File: src/rtl/fpw_pkg.sv
package fpw_pkg;

  localparam int SP_W     = 32;
  localparam int SP_EW    = 8;
  localparam int SP_FW    = 23;
  localparam int DP_W     = 64;
  localparam int DP_EW    = 11;
  localparam int DP_FW    = 52;
  localparam int SP_BIAS  = (1 << (SP_EW - 1)) - 1;
  localparam int DP_BIAS  = (1 << (DP_EW - 1)) - 1;
  localparam int BIAS_GAP = DP_BIAS - SP_BIAS;
  localparam int FRAC_PAD = DP_FW - SP_FW;
  localparam int LZ_W     = $clog2(SP_FW + 1);

  typedef enum logic [2:0] {
    K_ZERO, K_SUB, K_NORM, K_INF, K_QNAN, K_SNAN
  } fp_kind_e;

  typedef struct packed {
    logic             sign;
    logic [SP_EW-1:0] exp;
    logic [SP_FW-1:0] frac;
  } sp_t;

  typedef struct packed {
    logic             sign;
    logic [DP_EW-1:0] exp;
    logic [DP_FW-1:0] frac;
  } dp_t;

  function automatic fp_kind_e kind_of(sp_t v);
    fp_kind_e k;
    if (v.exp == '0)
      k = (v.frac == '0) ? K_ZERO : K_SUB;
    else if (v.exp == '1) begin
      if (v.frac == '0)              k = K_INF;
      else if (v.frac[SP_FW-1])      k = K_QNAN;
      else                           k = K_SNAN;
    end else
      k = K_NORM;
    return k;
  endfunction

  function automatic logic [DP_EW-1:0] rebias_normal(logic [SP_EW-1:0] e);
    return DP_EW'(e) + DP_EW'(BIAS_GAP);
  endfunction

  function automatic logic [DP_EW-1:0] rebias_sub(logic [LZ_W-1:0] lz);
    return DP_EW'(BIAS_GAP) - DP_EW'(lz);
  endfunction

  function automatic logic [DP_FW-1:0] pad_frac(logic [SP_FW-1:0] f);
    return {f, {FRAC_PAD{1'b0}}};
  endfunction

  function automatic logic [SP_FW-1:0] drop_lead(logic [SP_FW-1:0] f,
                                                  logic [LZ_W-1:0] lz);
    logic [SP_FW-1:0] t;
    t = f << lz;
    return {t[SP_FW-2:0], 1'b0};
  endfunction

endpackage

File: src/rtl/fpw_lzc.sv
module fpw_lzc #(
  parameter int W  = 23,
  parameter int CW = $clog2(W + 1)
) (
  input  logic [W-1:0]  vec,
  output logic [CW-1:0] count,
  output logic          all_zero
);

  logic [W-1:0] seen;

  assign seen[W-1] = vec[W-1];
  for (genvar i = W - 2; i >= 0; i--) begin : g_prefix
    assign seen[i] = seen[i+1] | vec[i];
  end

  assign count    = CW'($countones(~seen));
  assign all_zero = ~seen[0];

endmodule

File: src/rtl/fpw_classify.sv
module fpw_classify
  import fpw_pkg::*;
(
  input  sp_t      operand,
  output fp_kind_e kind,
  output logic     is_nan
);

  assign kind   = kind_of(operand);
  assign is_nan = (kind == K_QNAN) || (kind == K_SNAN);

endmodule

File: src/rtl/fpw_widen_core.sv
module fpw_widen_core
  import fpw_pkg::*;
(
  input  sp_t             operand,
  input  fp_kind_e        kind,
  input  logic [LZ_W-1:0] lz,
  output dp_t             result,
  output logic            raise_invalid,
  output logic            raise_denormal
);

  always_comb begin
    result.sign    = operand.sign;
    result.exp     = '0;
    result.frac    = '0;
    raise_invalid  = 1'b0;
    raise_denormal = 1'b0;
    case (kind)
      K_ZERO: ;
      K_SUB: begin
        result.exp     = rebias_sub(lz);
        result.frac    = pad_frac(drop_lead(operand.frac, lz));
        raise_denormal = 1'b1;
      end
      K_NORM: begin
        result.exp  = rebias_normal(operand.exp);
        result.frac = pad_frac(operand.frac);
      end
      K_INF: result.exp = '1;
      K_QNAN, K_SNAN: begin
        result.exp           = '1;
        result.frac          = pad_frac(operand.frac);
        result.frac[DP_FW-1] = 1'b1;
        raise_invalid        = (kind == K_SNAN);
      end
      default: ;
    endcase
  end

endmodule

File: src/rtl/fpw_widener.sv
module fpw_widener
  import fpw_pkg::*;
#(
  parameter int VEC_W = 128
) (
  input  logic             clk,
  input  logic             rst_n,
  input  logic             in_valid,
  input  logic [VEC_W-1:0] src_vec,
  input  logic [VEC_W-1:0] dst_vec,
  output logic             out_valid,
  output logic [VEC_W-1:0] out_vec,
  output logic             out_invalid,
  output logic             out_denormal
);

  localparam int KEEP_W = VEC_W - DP_W;

  sp_t             src_lane;
  fp_kind_e        lane_kind;
  logic            lane_is_nan;
  logic [LZ_W-1:0] lane_lz;
  logic            lane_frac_zero;
  dp_t             wide;
  logic            core_invalid;
  logic            core_denormal;

  // Named events for the assertions
  logic ev_sub, ev_snan, ev_qnan, ev_zero, ev_norm;

  assign src_lane = src_vec[SP_W-1:0];

  fpw_classify u_classify (
    .operand (src_lane),
    .kind    (lane_kind),
    .is_nan  (lane_is_nan)
  );

  fpw_lzc #(.W(SP_FW), .CW(LZ_W)) u_lzc (
    .vec      (src_lane.frac),
    .count    (lane_lz),
    .all_zero (lane_frac_zero)
  );

  fpw_widen_core u_core (
    .operand        (src_lane),
    .kind           (lane_kind),
    .lz             (lane_lz),
    .result         (wide),
    .raise_invalid  (core_invalid),
    .raise_denormal (core_denormal)
  );

  assign ev_sub  = in_valid && (lane_kind == K_SUB);
  assign ev_snan = in_valid && (lane_kind == K_SNAN);
  assign ev_qnan = in_valid && (lane_kind == K_QNAN);
  assign ev_zero = in_valid && (lane_kind == K_ZERO);
  assign ev_norm = in_valid && (lane_kind == K_NORM);

  logic unused_bits;
  assign unused_bits = ^{src_vec[VEC_W-1:SP_W], dst_vec[DP_W-1:0], lane_is_nan};

  always_ff @(posedge clk) begin
    if (!rst_n) begin
      out_valid    <= 1'b0;
      out_vec      <= '0;
      out_invalid  <= 1'b0;
      out_denormal <= 1'b0;
    end else begin
      out_valid    <= in_valid;
      out_invalid  <= in_valid & core_invalid;
      out_denormal <= in_valid & core_denormal;
      if (in_valid)
        out_vec <= {dst_vec[VEC_W-1:DP_W], wide};
    end
  end

  // one-stage latency
  a_r3_valid_latency: assert property (@(posedge clk) disable iff (!rst_n)
    1'b1 |=> out_valid == $past(in_valid));

  // destination upper half merged through
  a_r2_upper_kept: assert property (@(posedge clk) disable iff (!rst_n)
    in_valid |=> out_vec[VEC_W-1:DP_W] == $past(dst_vec[VEC_W-1:DP_W]));

  // hold and quiet flags on idle
  a_r10_idle_hold: assert property (@(posedge clk) disable iff (!rst_n)
    !in_valid |=> $stable(out_vec) && !out_invalid && !out_denormal);

  // flags exclusive
  a_r10_flags_excl: assert property (@(posedge clk) disable iff (!rst_n)
    $countones({out_invalid, out_denormal}) <= 1);

  // subnormal lands in the narrow exponent window
  a_r7_sub_window: assert property (@(posedge clk) disable iff (!rst_n)
    ev_sub |=> out_denormal && !lane_frac_zero_q
      && out_vec[62:52] <= 11'(BIAS_GAP)
      && out_vec[62:52] >= 11'(BIAS_GAP - SP_FW + 1));

  // signaling NaN is quieted and flagged
  a_r8_snan_quiet: assert property (@(posedge clk) disable iff (!rst_n)
    ev_snan |=> out_invalid && out_vec[DP_FW-1] && out_vec[62:52] == '1);

  // quiet NaN passes with no flag
  a_r9_qnan_clean: assert property (@(posedge clk) disable iff (!rst_n)
    ev_qnan |=> !out_invalid && !out_denormal && out_vec[DP_FW-1]);

  // signed zero
  a_r5_zero_sign: assert property (@(posedge clk) disable iff (!rst_n)
    ev_zero |=> out_vec[62:0] == '0 && out_vec[63] == $past(src_vec[SP_W-1]));

  // normals raise no flag
  a_r4_norm_clean: assert property (@(posedge clk) disable iff (!rst_n)
    ev_norm |=> !out_invalid && !out_denormal);

  logic lane_frac_zero_q;
  always_ff @(posedge clk) begin
    if (!rst_n) lane_frac_zero_q <= 1'b0;
    else        lane_frac_zero_q <= lane_frac_zero;
  end

endmodule

File: config.mk
export PLATFORM = sky130hd
export DESIGN_NAME = fpw_widener
export DESIGN_NICKNAME = d
export VERILOG_FILES = /design/src/rtl/fpw_pkg.sv /design/src/rtl/fpw_lzc.sv /design/src/rtl/fpw_classify.sv /design/src/rtl/fpw_widen_core.sv /design/src/rtl/fpw_widener.sv
export SDC_FILE = /design/constraint.sdc
export NUM_CORES = 1
export LEC_CHECK = 0
export BUFFER_PORTS_ARGS = -buffer_cell sky130_fd_sc_hd__buf_2
export CAP_MARGIN = 20
export CORE_AREA = 10 10 142 144
export DETAILED_ROUTE_END_ITERATION = 8
export DIE_AREA = 0 0 152 154
export HOLD_SLACK_MARGIN = 0.15
export PLACE_DENSITY_LB_ADDON = 0.12
export SLEW_MARGIN = 20
export SYNTH_ARGS = -nofsm -noshare
export SYNTH_HDL_FRONTEND = slang
export SYNTH_HIERARCHICAL = 1
export SYNTH_SLANG_ARGS = --single-unit
File: constraint.sdc
create_clock -name clk -period 9.2 [get_ports clk]
set_input_delay 0.92 -clock clk [delete_from_list [all_inputs] [get_ports clk]]
set_output_delay 0.92 -clock clk [all_outputs]
set_load 0.005 [all_outputs]
Word-level counts from Yosys, hierarchy flattened:

Index checks and enable logic that the tools add are counted.
Widths: inputs -> output; s select.

* bits in registers: 131
* bits of input ports: 259
* output and inout bits: 131
* logic and storage cells: 73

* add/sub/neg operators: 24
* equal/unequal tests: 6
* shifts and indexed selects: 1
* multiplexer cells: 9
* bitwise operators: 25
* reduce and logical (&&, ||, !) cells: 4

Operator list (number)
* $pmux 52 s3: 1
* $add 5x5->5: 10
* $pmux 11 s3: 1
* $logic_not 23->1: 1
* $not 23->23: 1
* $shl 23x5->22: 1
* $add 1x1->2: 11
* $or 1x1->1: 22
* $add 8x10->11 const B: 1
* $sub 10x5->11 const A: 1
* $mux 3: 3
* $eq 8x8->1 const B: 1
* $logic_not 8->1: 1
* $eq 3x2->1 const B: 2
* $eq 3x3->1 const B: 2
* $add 5x1->5: 1
* $mux 1: 4
* $eq 3x1->1 const B: 1
* $reduce_or 3->1: 1
* $and 1x1->1: 2
* $reduce_or 2->1: 1

Longest topological paths before layout:

Gate-level depths: netlist of run 1.

* word-level depth: 30
* gate-level depth with buffers: 26

Modules after synthesis:

Netlist of run 1, hierarchy kept.

Modules (own cells, without submodules)
* fpw_widener: instances 1, cells each 419, area each 4966.0 µm²
* fpw_widen_core: instances 1, cells each 214, area each 1784.2 µm²
* fpw_lzc: instances 1, cells each 85, area each 710.7 µm²
* fpw_classify: instances 1, cells each 18, area each 131.4 µm²

Worst setup path before layout of run 1:

No wires, ideal clock.

* kind: input-to-reg
* start point: input src_vec[22]
* end point: register out_vec[51]
* library setup time: 0.065 ns
* arrival: 6.877 ns
* required time: 9.135 ns
* path slack: 2.258 ns
* stages on the path: 21
* cell sequence: or3_4 > clkinv_2 > nand2_2 > or4_4 > nor4_1 > fa_1 > fa_1 > fa_1 > fa_1 > fa_1 > inv_1 > fa_1 > fa_1 > xnor2_1 > clkbuf_8 > inv_2 > mux4_2 > o22a_1 > o2111ai_1 > mux2i_1 > nor2b_1

RTL lines
* start, declared: line fpw_widener.sv:9 `input logic [VEC_W-1:0] src_vec,`
* end signal, assigned: line fpw_widener.sv:74 `out_vec <= {dst_vec[VEC_W-1:DP_W], wide};`
* end, declared: line fpw_widener.sv:12 `output logic [VEC_W-1:0] out_vec,`

==> results of run 1 <==
-- per-stage QoR --
stage	util	area (sq um)	instances	setup slack [ns]
2_1_floorplan	-	7680	762	2.26
3_3_place_gp	0.496	8520	1145	1.23
3_5_place_dp	0.496	8520	1145	1.26
4_1_cts	0.531	9130	1177	1.66
5_1_grt	0.531	9130	1177	1.40
6_report	0.531	9130	1177	1.65
-- flip-flops by register name, indices dropped and copies added (netlist names) --
name          count
out_denormal      1
out_invalid       1
out_valid         1
out_vec         128
-- final cells by class --
class | instances | area, sq um
well taps | 225 | 282
clock buffers | 19 | 433
inverters | 31 | 118
repair buffers | 237 | 1210
clock inverters | 13 | 173
fillers | 1622 | 8050
multi-input cells | 521 | 4290
flip-flops and latches | 131 | 2620
-- how the worst min path moves through the flow --
| stage | to | slack (ns) |
|---|---|---|
| 4_1_cts | out_vec[26] | 0.51 |
| 2_1_floorplan | out_vec[100] | 0.51 |
| 5_1_grt | out_vec[37] | 0.53 |
| 6_report | out_vec[26] | 0.51 |
| 3_3_place_gp | out_vec[44] | 0.49 |
| 3_5_place_dp | out_vec[23] | 0.50 |
-- layout by cell type, fill, tap and decap left out, drive strengths merged, types with 3 or more instances in the layout --
cell / instances
a21oi: 10
a31oi: 3
a32oi: 5
and2: 6
and3: 3
buf: 237
bufinv: 3
clkbuf: 19
clkinv: 7
conb: 29
dfxtp: 131
fa: 15
ha: 8
inv: 34
mux2i: 154
mux4: 13
nand2: 22
nand3: 3
nand3b: 4
nand4: 3
nor2: 20
nor2b: 130
nor3: 7
nor4: 13
o21ai: 19
o221ai: 7
o31ai: 7
xnor2: 4
-- metal layers --
metal	track usage	vias to the layer above	wire (um)
met5	0	-	15
met4	0.0413	2	153
met3	0.0756	22	1870
met2	0.279	232	9890
met1	0.205	2733	8880
li1	-	2910	-
-- report_power, final --
group          internal, mW  leakage (nW)  total [mW]  switching (mW)
clock network         0.431         0.298       0.691           0.260
registers             0.601          1.08       0.616          0.0149
logic                 0.135          3.08       0.285           0.150
total                  1.17          4.46        1.59           0.425
-- critical path, stage by stage --
cell and delay, ns:
buf_2 0.14, or3_4 0.42, clkinv_2 0.08, nand2_2 0.09
or4_4 0.52, nor4_1 0.26, fa_1 0.49, fa_1 0.52
fa_1 0.45, fa_1 0.50, fa_1 0.51, inv_1 0.05
fa_1 0.42, fa_1 0.46, inv_1 0.38, buf_4 0.36
mux4_2 0.39, nor4bb_1 0.17, a31o_1 0.20, a221o_1 0.31
mux2i_1 0.13, nor2b_1 0.06
==> impl_metrics.py, run 1 <==
metrics = {
    "status": {
        "status": "finished, final reports clean",
    },
    "grt": {
        "gr-total-overflow": 0,
        "grt_util_all_layers": 0.172,
        "antenna_found_initial": 0,
        "grt_max_degree": 110,
        "grt_pass1_vias": 5930,
        "grt_pass1_wl_mm": 33.1,
    },
    "floorplanning": {
        "rows": 48,
        "start_util": 0.441,
        "dieHeight_um": 154,
        "dieArea_sq_um": 23400,
        "io_pins": 390,
        "die_w_um": 152,
        "core_area_sq_um": 17200,
    },
    "final_layout": {
        "synthToLayoutAreaGrowth_pct": 20.5,
        "antenna_cells": 0,
        "fin_nets": 1221,
        "drive_gt1_frac": 0.311,
    },
    "synth": {
        "synth_area_sq_um": 7580,
        "syn_inst": 734,
        "yosys_warnings": 6,
        "synth.avg_cell_area_sq_um": 10.3,
    },
    "clock_network": {
        "cts_buffers": 17,
        "cts-resized-gates": 0,
        "htree_levels": 4,
        "path_clk_slew_ns": 0.06,
        "root_buffer": "clkbuf_16",
        "clock_path_buffers": 2,
        "cts_hold_buf": 0,
        "post_cts_buffers": 0,
        "cts.sinks": 131,
        "clk_latency_ns": 0.41,
        "cts_tree": "yes",
    },
    "critical_path": {
        "crit_path_end_kind": "register",
        "worstSetupEndpoint": "out_vec[49]",
        "cp_max_fo": 17,
        "startpoint_type": "input pin",
        "worstPathArrival_ns": 7.85,
        "r2r_cells": 2,
        "r2r-start": "out_vec[67]",
        "worstSetupStartpoint": "src_vec[22]",
        "r2r_setup_slack_ns": 8.58,
        "reg2reg_to": "out_vec[67]",
        "crit_type": "input pin to register",
        "critPathRequiredTime_ns": 9.50,
    },
    "detailed_routing": {
        "postRouteAntennaNets": 0,
        "dr_total_vias": 5899,
        "first_iter_violations": 544,
        "routed_wl_mm": 20.8,
        "post_drt_wl_per_cell_um": 17.7,
        "firstDrtPassIters": 5,
        "drc_errors": 0,
        "viasPerCell": 5.01,
    },
    "timing": {
        "finClkSkew_ns": 0,
        "fin_crit_sh": 0.821,
        "final_max_slew_viol_count": 0,
        "fin_crit_ns": 7.55,
        "holdWs_ns": 0.506,
        "slew_headroom": 0.305,
        "setup_viol": 0,
        "final_hold_viol_count": 0,
        "rsz0062_at_grt": "false",
        "finalSetupTns_ns": 0,
        "tightestPinTransition_ns": 1.04,
        "fmax_mhz": 132,
    },
    "power": {
        "ir_worst_vdd_uv": 137,
        "total_power_mw": 1.59,
        "leakage_nw": 4.46,
        "p_per_area_nw_per_um2": 174,
    },
    "hold_path": {
        "hold_class": "register to register",
        "min_path_cells": 2,
        "min_from": "out_vec[26]",
    },
    "placed_design": {
        "place.gp.congestion": 0.897,
        "hpwl_mm": 15.4,
        "io_buffers": 229,
    },
    "run": {
        "maxCapViolations": 0,
    },
}
(Power assumes the default switching activity.)
==> run 2, diff against run 1 <==
CORE_AREA = unset   (was 10 10 142 144)
CORE_MARGIN = 10   (was unset)
CORE_UTILIZATION = 42   (was unset)
DIE_AREA = unset   (was 0 0 152 154)
clock period = 6.65 ns   (was 9.2 ns; I/O delays follow)
==> run 2 against run 1 <==
Net effect:
- die area grew 1.7%
- via count grew 3.8%
- cell count grew 6.2%
- clock skew is the same
- cell area grew 7.4%
- global-route usage grew 0.40 points
- critical endpoint is now out_vec[46]
- largest cell class unchanged
- largest power group unchanged
==> impl_metrics.py, run 2 (synthesis gave the netlist of run 1 again) <==
metrics = {
    "grt": {
        "antenna_found_initial": 0,
        "grt_pass1_wl_mm": 34.0,
        "gr-total-overflow": 0,
        "grt_pass1_vias": 6167,
        "grt_max_degree": 107,
        "grt_util_all_layers": 0.176,
    },
    "floorplanning": {
        "die_w_um": 154,
        "dieArea_sq_um": 23800,
        "io_pins": 390,
        "dieHeight_um": 154,
        "start_util": 0.425,
        "core_area_sq_um": 17800,
        "rows": 49,
    },
    "power": {
        "p_per_area_nw_per_um2": 236,
        "leakage_nw": 4.84,
        "ir_worst_vdd_uv": 173,
    },
    "final_layout": {
        "largest_reg_flops": 128,
        "post-route-util": 0.549,
        "finalNonFillerCells": 1250,
        "drive_gt1_frac": 0.374,
        "synthToLayoutAreaGrowth_pct": 29.4,
        "fillers": 1663,
        "regMostFlops": "out_vec",
        "antenna_cells": 0,
        "fin_nets": 1290,
        "final_cell_mix": "227 x buf_2, 148 x mux2i_1, 131 x dfxtp_1, 130 x nor2b_1, 73 x buf_4",
        "layout_commonest_cell": "buf_2",
    },
    "status": {
        "status": "finished, final reports clean",
    },
    "critical_path": {
        "r2r_cells": 2,
        "cp_max_fo": 11,
        "crit_path_end_kind": "register",
        "r2r_setup_slack_ns": 6.02,
        "r2r-start": "out_vec[125]",
        "reg2reg_to": "out_vec[125]",
        "crit_type": "input pin to register",
        "worstPathArrival_ns": 6.77,
        "critPathRequiredTime_ns": 6.96,
        "startpoint_type": "input pin",
    },
    "timing": {
        "setup_slack_ns": 0.185,
        "slew_headroom": 0.318,
        "finalSetupTns_ns": 0,
        "finClkSkew_ns": 0,
        "final_max_slew_viol_count": 0,
        "fin_crit_ns": 6.47,
        "fin_crit_sh": 0.972,
        "fmax_mhz": 155,
        "tightestPinTransition_ns": 1.02,
        "setup_viol": 0,
        "final_hold_viol_count": 0,
    },
    "hold_path": {
        "hold_class": "input pin to register",
        "min_path_cells": 3,
        "worstHoldEndpoint": "out_vec[105]",
        "min_from": "dst_vec[105]",
    },
    "placed_design": {
        "placed_cells_incl_taps": 1218,
        "place.gp.congestion": 0.867,
        "io_buffers": 229,
        "hpwl_mm": 16.1,
        "dpl_worst_slack_ns": -0.560,
    },
    "detailed_routing": {
        "firstDrtPassIters": 4,
        "first_iter_violations": 358,
        "dr_total_vias": 6121,
        "postRouteAntennaNets": 0,
        "post_drt_wl_per_cell_um": 17.2,
        "viasPerCell": 4.90,
        "drc_errors": 0,
        "routed_wl_mm": 21.5,
    },
    "clock_network": {
        "htree_levels": 4,
        "cts_hold_buf": 0,
        "cts_tree": "yes",
        "clk_latency_ns": 0.42,
        "clock_path_buffers": 2,
        "cts.sinks": 131,
        "cts_buffers": 17,
        "root_buffer": "clkbuf_16",
        "path_clk_slew_ns": 0.06,
    },
    "run": {
        "maxCapViolations": 0,
    },
}
==> run 2: cell count changes in the layout (fill, tap and decap cells not counted), moves of 2 or more <==
cell,before,now
clkinvlp_4,0,2
clkinv_2,3,0
mux2i_1,154,148
clkbuf_1,2,0
mux2i_4,0,2
o21ai_0,15,11
buf_4,8,73
inv_8,1,4
nor4_1,10,8
buf_6,1,5
mux2i_2,0,4
o21ai_1,4,8
==> run 2: worst max path at each step <==
stage,from,end,cells after the start
finish,src_vec[22],out_vec[46],22
CTS,src_vec[22],out_vec[51],22
detailed placement,src_vec[22],out_vec[42],23
global placement,src_vec[22],out_vec[42],23
global route,src_vec[18],out_vec[49],22
floorplan,src_vec[22],out_vec[51],21
==> run 2: metrics by stage <==
stage          power, mW  cell area, sq um  hold WS, ns
2_1_floorplan       1.15              7690        0.507
3_3_place_gp        1.31              9060        0.490
3_5_place_dp        1.31              9060        0.496
4_1_cts             2.33              9710        0.477
5_1_grt             2.42              9800        0.486
6_report            2.31              9800        0.498
==> run 2: repair_timing <==
item / CTS / global route
pin swaps: 1 / 3
setup endpoints to repair: 7 / 23
setup buffers: 0 / 0
resized for setup: 4 / 23
==> run 2: report_power, final <==
part           leakage [nW]  switching, mW  internal [mW]
sequential             1.08         0.0207          0.832
clock                 0.305          0.391          0.614
combinational          3.45          0.223          0.232
==> run 2: worst max-delay path: stages <==
cell	delay, ns
buf_6	0.09
or3_4	0.39
inv_4	0.07
nand2_4	0.05
or4_4	0.53
nor4_4	0.17
fa_1	0.48
fa_1	0.47
fa_1	0.54
fa_1	0.46
fa_1	0.51
inv_1	0.05
fa_2	0.35
fa_1	0.46
inv_2	0.13
buf_6	0.19
mux4_1	0.35
buf_4	0.16
mux2i_1	0.24
o221ai_1	0.20
mux2i_1	0.16
nor2b_1	0.06
==> run 2: layout make-up <==
class / instances / area (sq um) / share of cell area
multi-input combinational: 521 / 4380 / 0.447
sequential: 131 / 2620 / 0.268
timing repair buffer: 306 / 1760 / 0.180
clock buffer: 18 / 439 / 0.0448
tap: 229 / 287 / 0.0292
clock inverter: 14 / 194 / 0.0198
inverter: 31 / 119 / 0.0121
==> run 2: metal layers <==
layer | share of wire | vias up | wire (um) | GRT usage
li1 | - | 3046 | - | -
met1 | 0.42 | 2849 | 8990 | 0.211
met2 | 0.48 | 198 | 10300 | 0.290
met3 | 0.087 | 28 | 1880 | 0.0679
met4 | 0.015 | 0 | 331 | 0.0445
met5 | 0 | - | 0 | 0
==> run 3, diff against run 2 <==
ABC_AREA = 1   (was unset)
CORE_UTILIZATION = 43   (was 42)
TNS_END_PERCENT = 10   (was unset)
==> run 3 against run 2 <==
Net effect:
- global-route usage rose by 0.46 points
- highest routed layer unchanged
- via count is 29% higher
- utilization fell by 0.80 points
- routed wire length rose by 7.8%
- count of clock-buffer cells in the layout unchanged
- clock skew did not move
- cell count increased by 45%
- area after synthesis grew 9.5%
==> impl_metrics.py, run 3 <==
metrics = {
    "final_layout": {
        "largest_reg_flops": 128,
        "antenna_cells": 0,
        "regMostFlops": "out_vec",
        "synthToLayoutAreaGrowth_pct": 22.9,
        "fin_nets": 1817,
        "postLayoutCellArea_sq_um": 10200,
        "fillers": 1961,
        "drive_gt1_frac": 0.277,
        "final_cell_mix": "421 x nand2_1, 227 x buf_2, 210 x nor2_1, 183 x inv_1, 131 x dfxtp_1",
        "post-route-util": 0.542,
        "layout_commonest_cell": "nand2_1",
    },
    "power": {
        "switchingPower_mw": 0.693,
        "ir_worst_vdd_uv": 176,
        "seq_power_share": 0.377,
        "combPwrFrac": 0.218,
        "power.share.clock": 0.405,
        "p_per_area_nw_per_um2": 224,
        "leakage_nw": 5.77,
        "intPower_mw": 1.60,
        "switching_share": 0.303,
    },
    "detailed_routing": {
        "drc_errors": 0,
        "routed_wl_mm": 23.2,
        "viasPerCell": 4.35,
        "post_drt_wl_per_cell_um": 12.8,
        "first_iter_violations": 483,
        "dr_total_vias": 7869,
        "postRouteAntennaNets": 0,
        "firstDrtPassIters": 5,
    },
    "grt": {
        "grt_pass1_vias": 7344,
        "gr-total-overflow": 0,
        "grt_pass1_wl_mm": 38.3,
        "grt_util_all_layers": 0.181,
        "antenna_found_initial": 0,
        "grt_max_degree": 168,
    },
    "status": {
        "status": "finished, final reports clean",
    },
    "synth": {
        "synth_area_sq_um": 8300,
        "yosys_warnings": 6,
        "syn_inst": 1296,
        "synth.avg_cell_area_sq_um": 6.40,
    },
    "critical_path": {
        "cp_slowest_cell": "fa_1",
        "worstSetupStartpoint": "src_vec[22]",
        "crit_path_max_incr_delay_ns": 0.54,
        "crit_path_end_kind": "register",
        "critPathRequiredTime_ns": 6.97,
        "r2r-start": "out_vec[111]",
        "path_buf_inv": 7,
        "r2r_setup_slack_ns": 6.05,
        "startpoint_type": "input pin",
        "cp_num_cells": 33,
        "reg2reg_to": "out_vec[111]",
        "worstSetupEndpoint": "out_vec[51]",
        "worstPathArrival_ns": 6.64,
        "r2r_cells": 2,
        "critPathTopFamily": "adder cells",
        "crit_type": "input pin to register",
        "cp_max_fo": 6,
    },
    "clock_network": {
        "cts_tree": "yes",
        "clk_latency_ns": 0.41,
        "post_cts_buffers": 0,
        "cts.sinks": 131,
        "cts_buffers": 17,
        "path_clk_slew_ns": 0.07,
        "root_buffer": "clkbuf_16",
        "htree_levels": 4,
        "clock_path_buffers": 2,
    },
    "placed_design": {
        "hpwl_mm": 17.5,
        "io_buffers": 229,
        "place_area_sq_um": 9580,
        "place.gp.congestion": 0.891,
    },
    "timing": {
        "finClkSkew_ns": 0,
        "fin_crit_ns": 6.32,
        "final_max_slew_viol_count": 0,
        "rsz0062_at_grt": "false",
        "setup_viol": 0,
        "slew_headroom": 0.356,
        "fmax_mhz": 158,
        "final_hold_viol_count": 0,
        "fin_crit_sh": 0.950,
        "tightestPinTransition_ns": 0.966,
        "finalSetupTns_ns": 0,
    },
    "floorplanning": {
        "die_w_um": 159,
        "rows": 50,
        "start_util": 0.441,
        "dieArea_sq_um": 25300,
        "dieHeight_um": 159,
        "io_pins": 390,
        "core_area_sq_um": 18800,
    },
    "hold_path": {
        "hold_class": "register to register",
    },
    "run": {
        "maxCapViolations": 0,
    },
}
[run 3: stage by stage]
stage / hold WS [ns] / total power [mW] / cells / setup slack (ns)
global route: 0.486 / 2.43 / 1808 / 0.00734
finish: 0.467 / 2.29 / 1808 / 0.330
CTS: 0.469 / 2.32 / 1808 / 0.129
detailed placement: 0.460 / 1.38 / 1776 / -0.299
global placement: 0.453 / 1.37 / 1776 / -0.269
floorplan: 0.466 / 1.21 / 1324 / 0.295
[run 3: layout make-up]
type | count | area (sq um) | area share
multi-input combinational | 909 | 4330 | 0.425
timing repair buffer | 283 | 1610 | 0.158
sequential | 131 | 2620 | 0.257
tap | 260 | 325 | 0.0319
clock inverter | 14 | 155 | 0.0152
clock buffer | 18 | 429 | 0.0421
inverter | 193 | 727 | 0.0713
[run 3: worst min-delay path, stage by stage, from the launching register on]
cell     delay, ns
dfxtp_1       0.30
nor2_1        0.08
nor2_1        0.05
[run 3: metal layers]
metal | share of wire | track usage
met4 | 0.0088 | 0.0438
met3 | 0.075 | 0.0573
met1 | 0.47 | 0.232
met2 | 0.45 | 0.288
met5 | 0 | 0
[run 3: worst min path at each step]
stage | from | endpoint | slack (ns) | depth (start not counted)
after floorplan | out_vec[114] | out_vec[114] | 0.47 | 2
after global placement | out_vec[115] | out_vec[115] | 0.45 | 2
final | out_vec[79] | out_vec[79] | 0.47 | 2
after detailed placement | out_vec[16] | out_vec[16] | 0.46 | 2
after global routing | out_vec[82] | out_vec[82] | 0.49 | 2
after CTS | out_vec[115] | out_vec[115] | 0.47 | 2
[run 3: power groups by stage]
stage	clock network [mW]	registers, mW	logic, mW
detailed placement	0	0.880	0.495
floorplan	0	0.888	0.324
finish	0.926	0.864	0.499
CTS	0.954	0.864	0.499
global placement	0	0.878	0.494
global route	0.984	0.870	0.571
[run 3: what timing repair did]
action | 4_1_cts | 5_1_grt
hold buffers | 0 | 0
endpoints found under the hold margin | 0 | 0
gates resized for setup | 0 | 11
endpoints found under the setup margin | 0 | 27
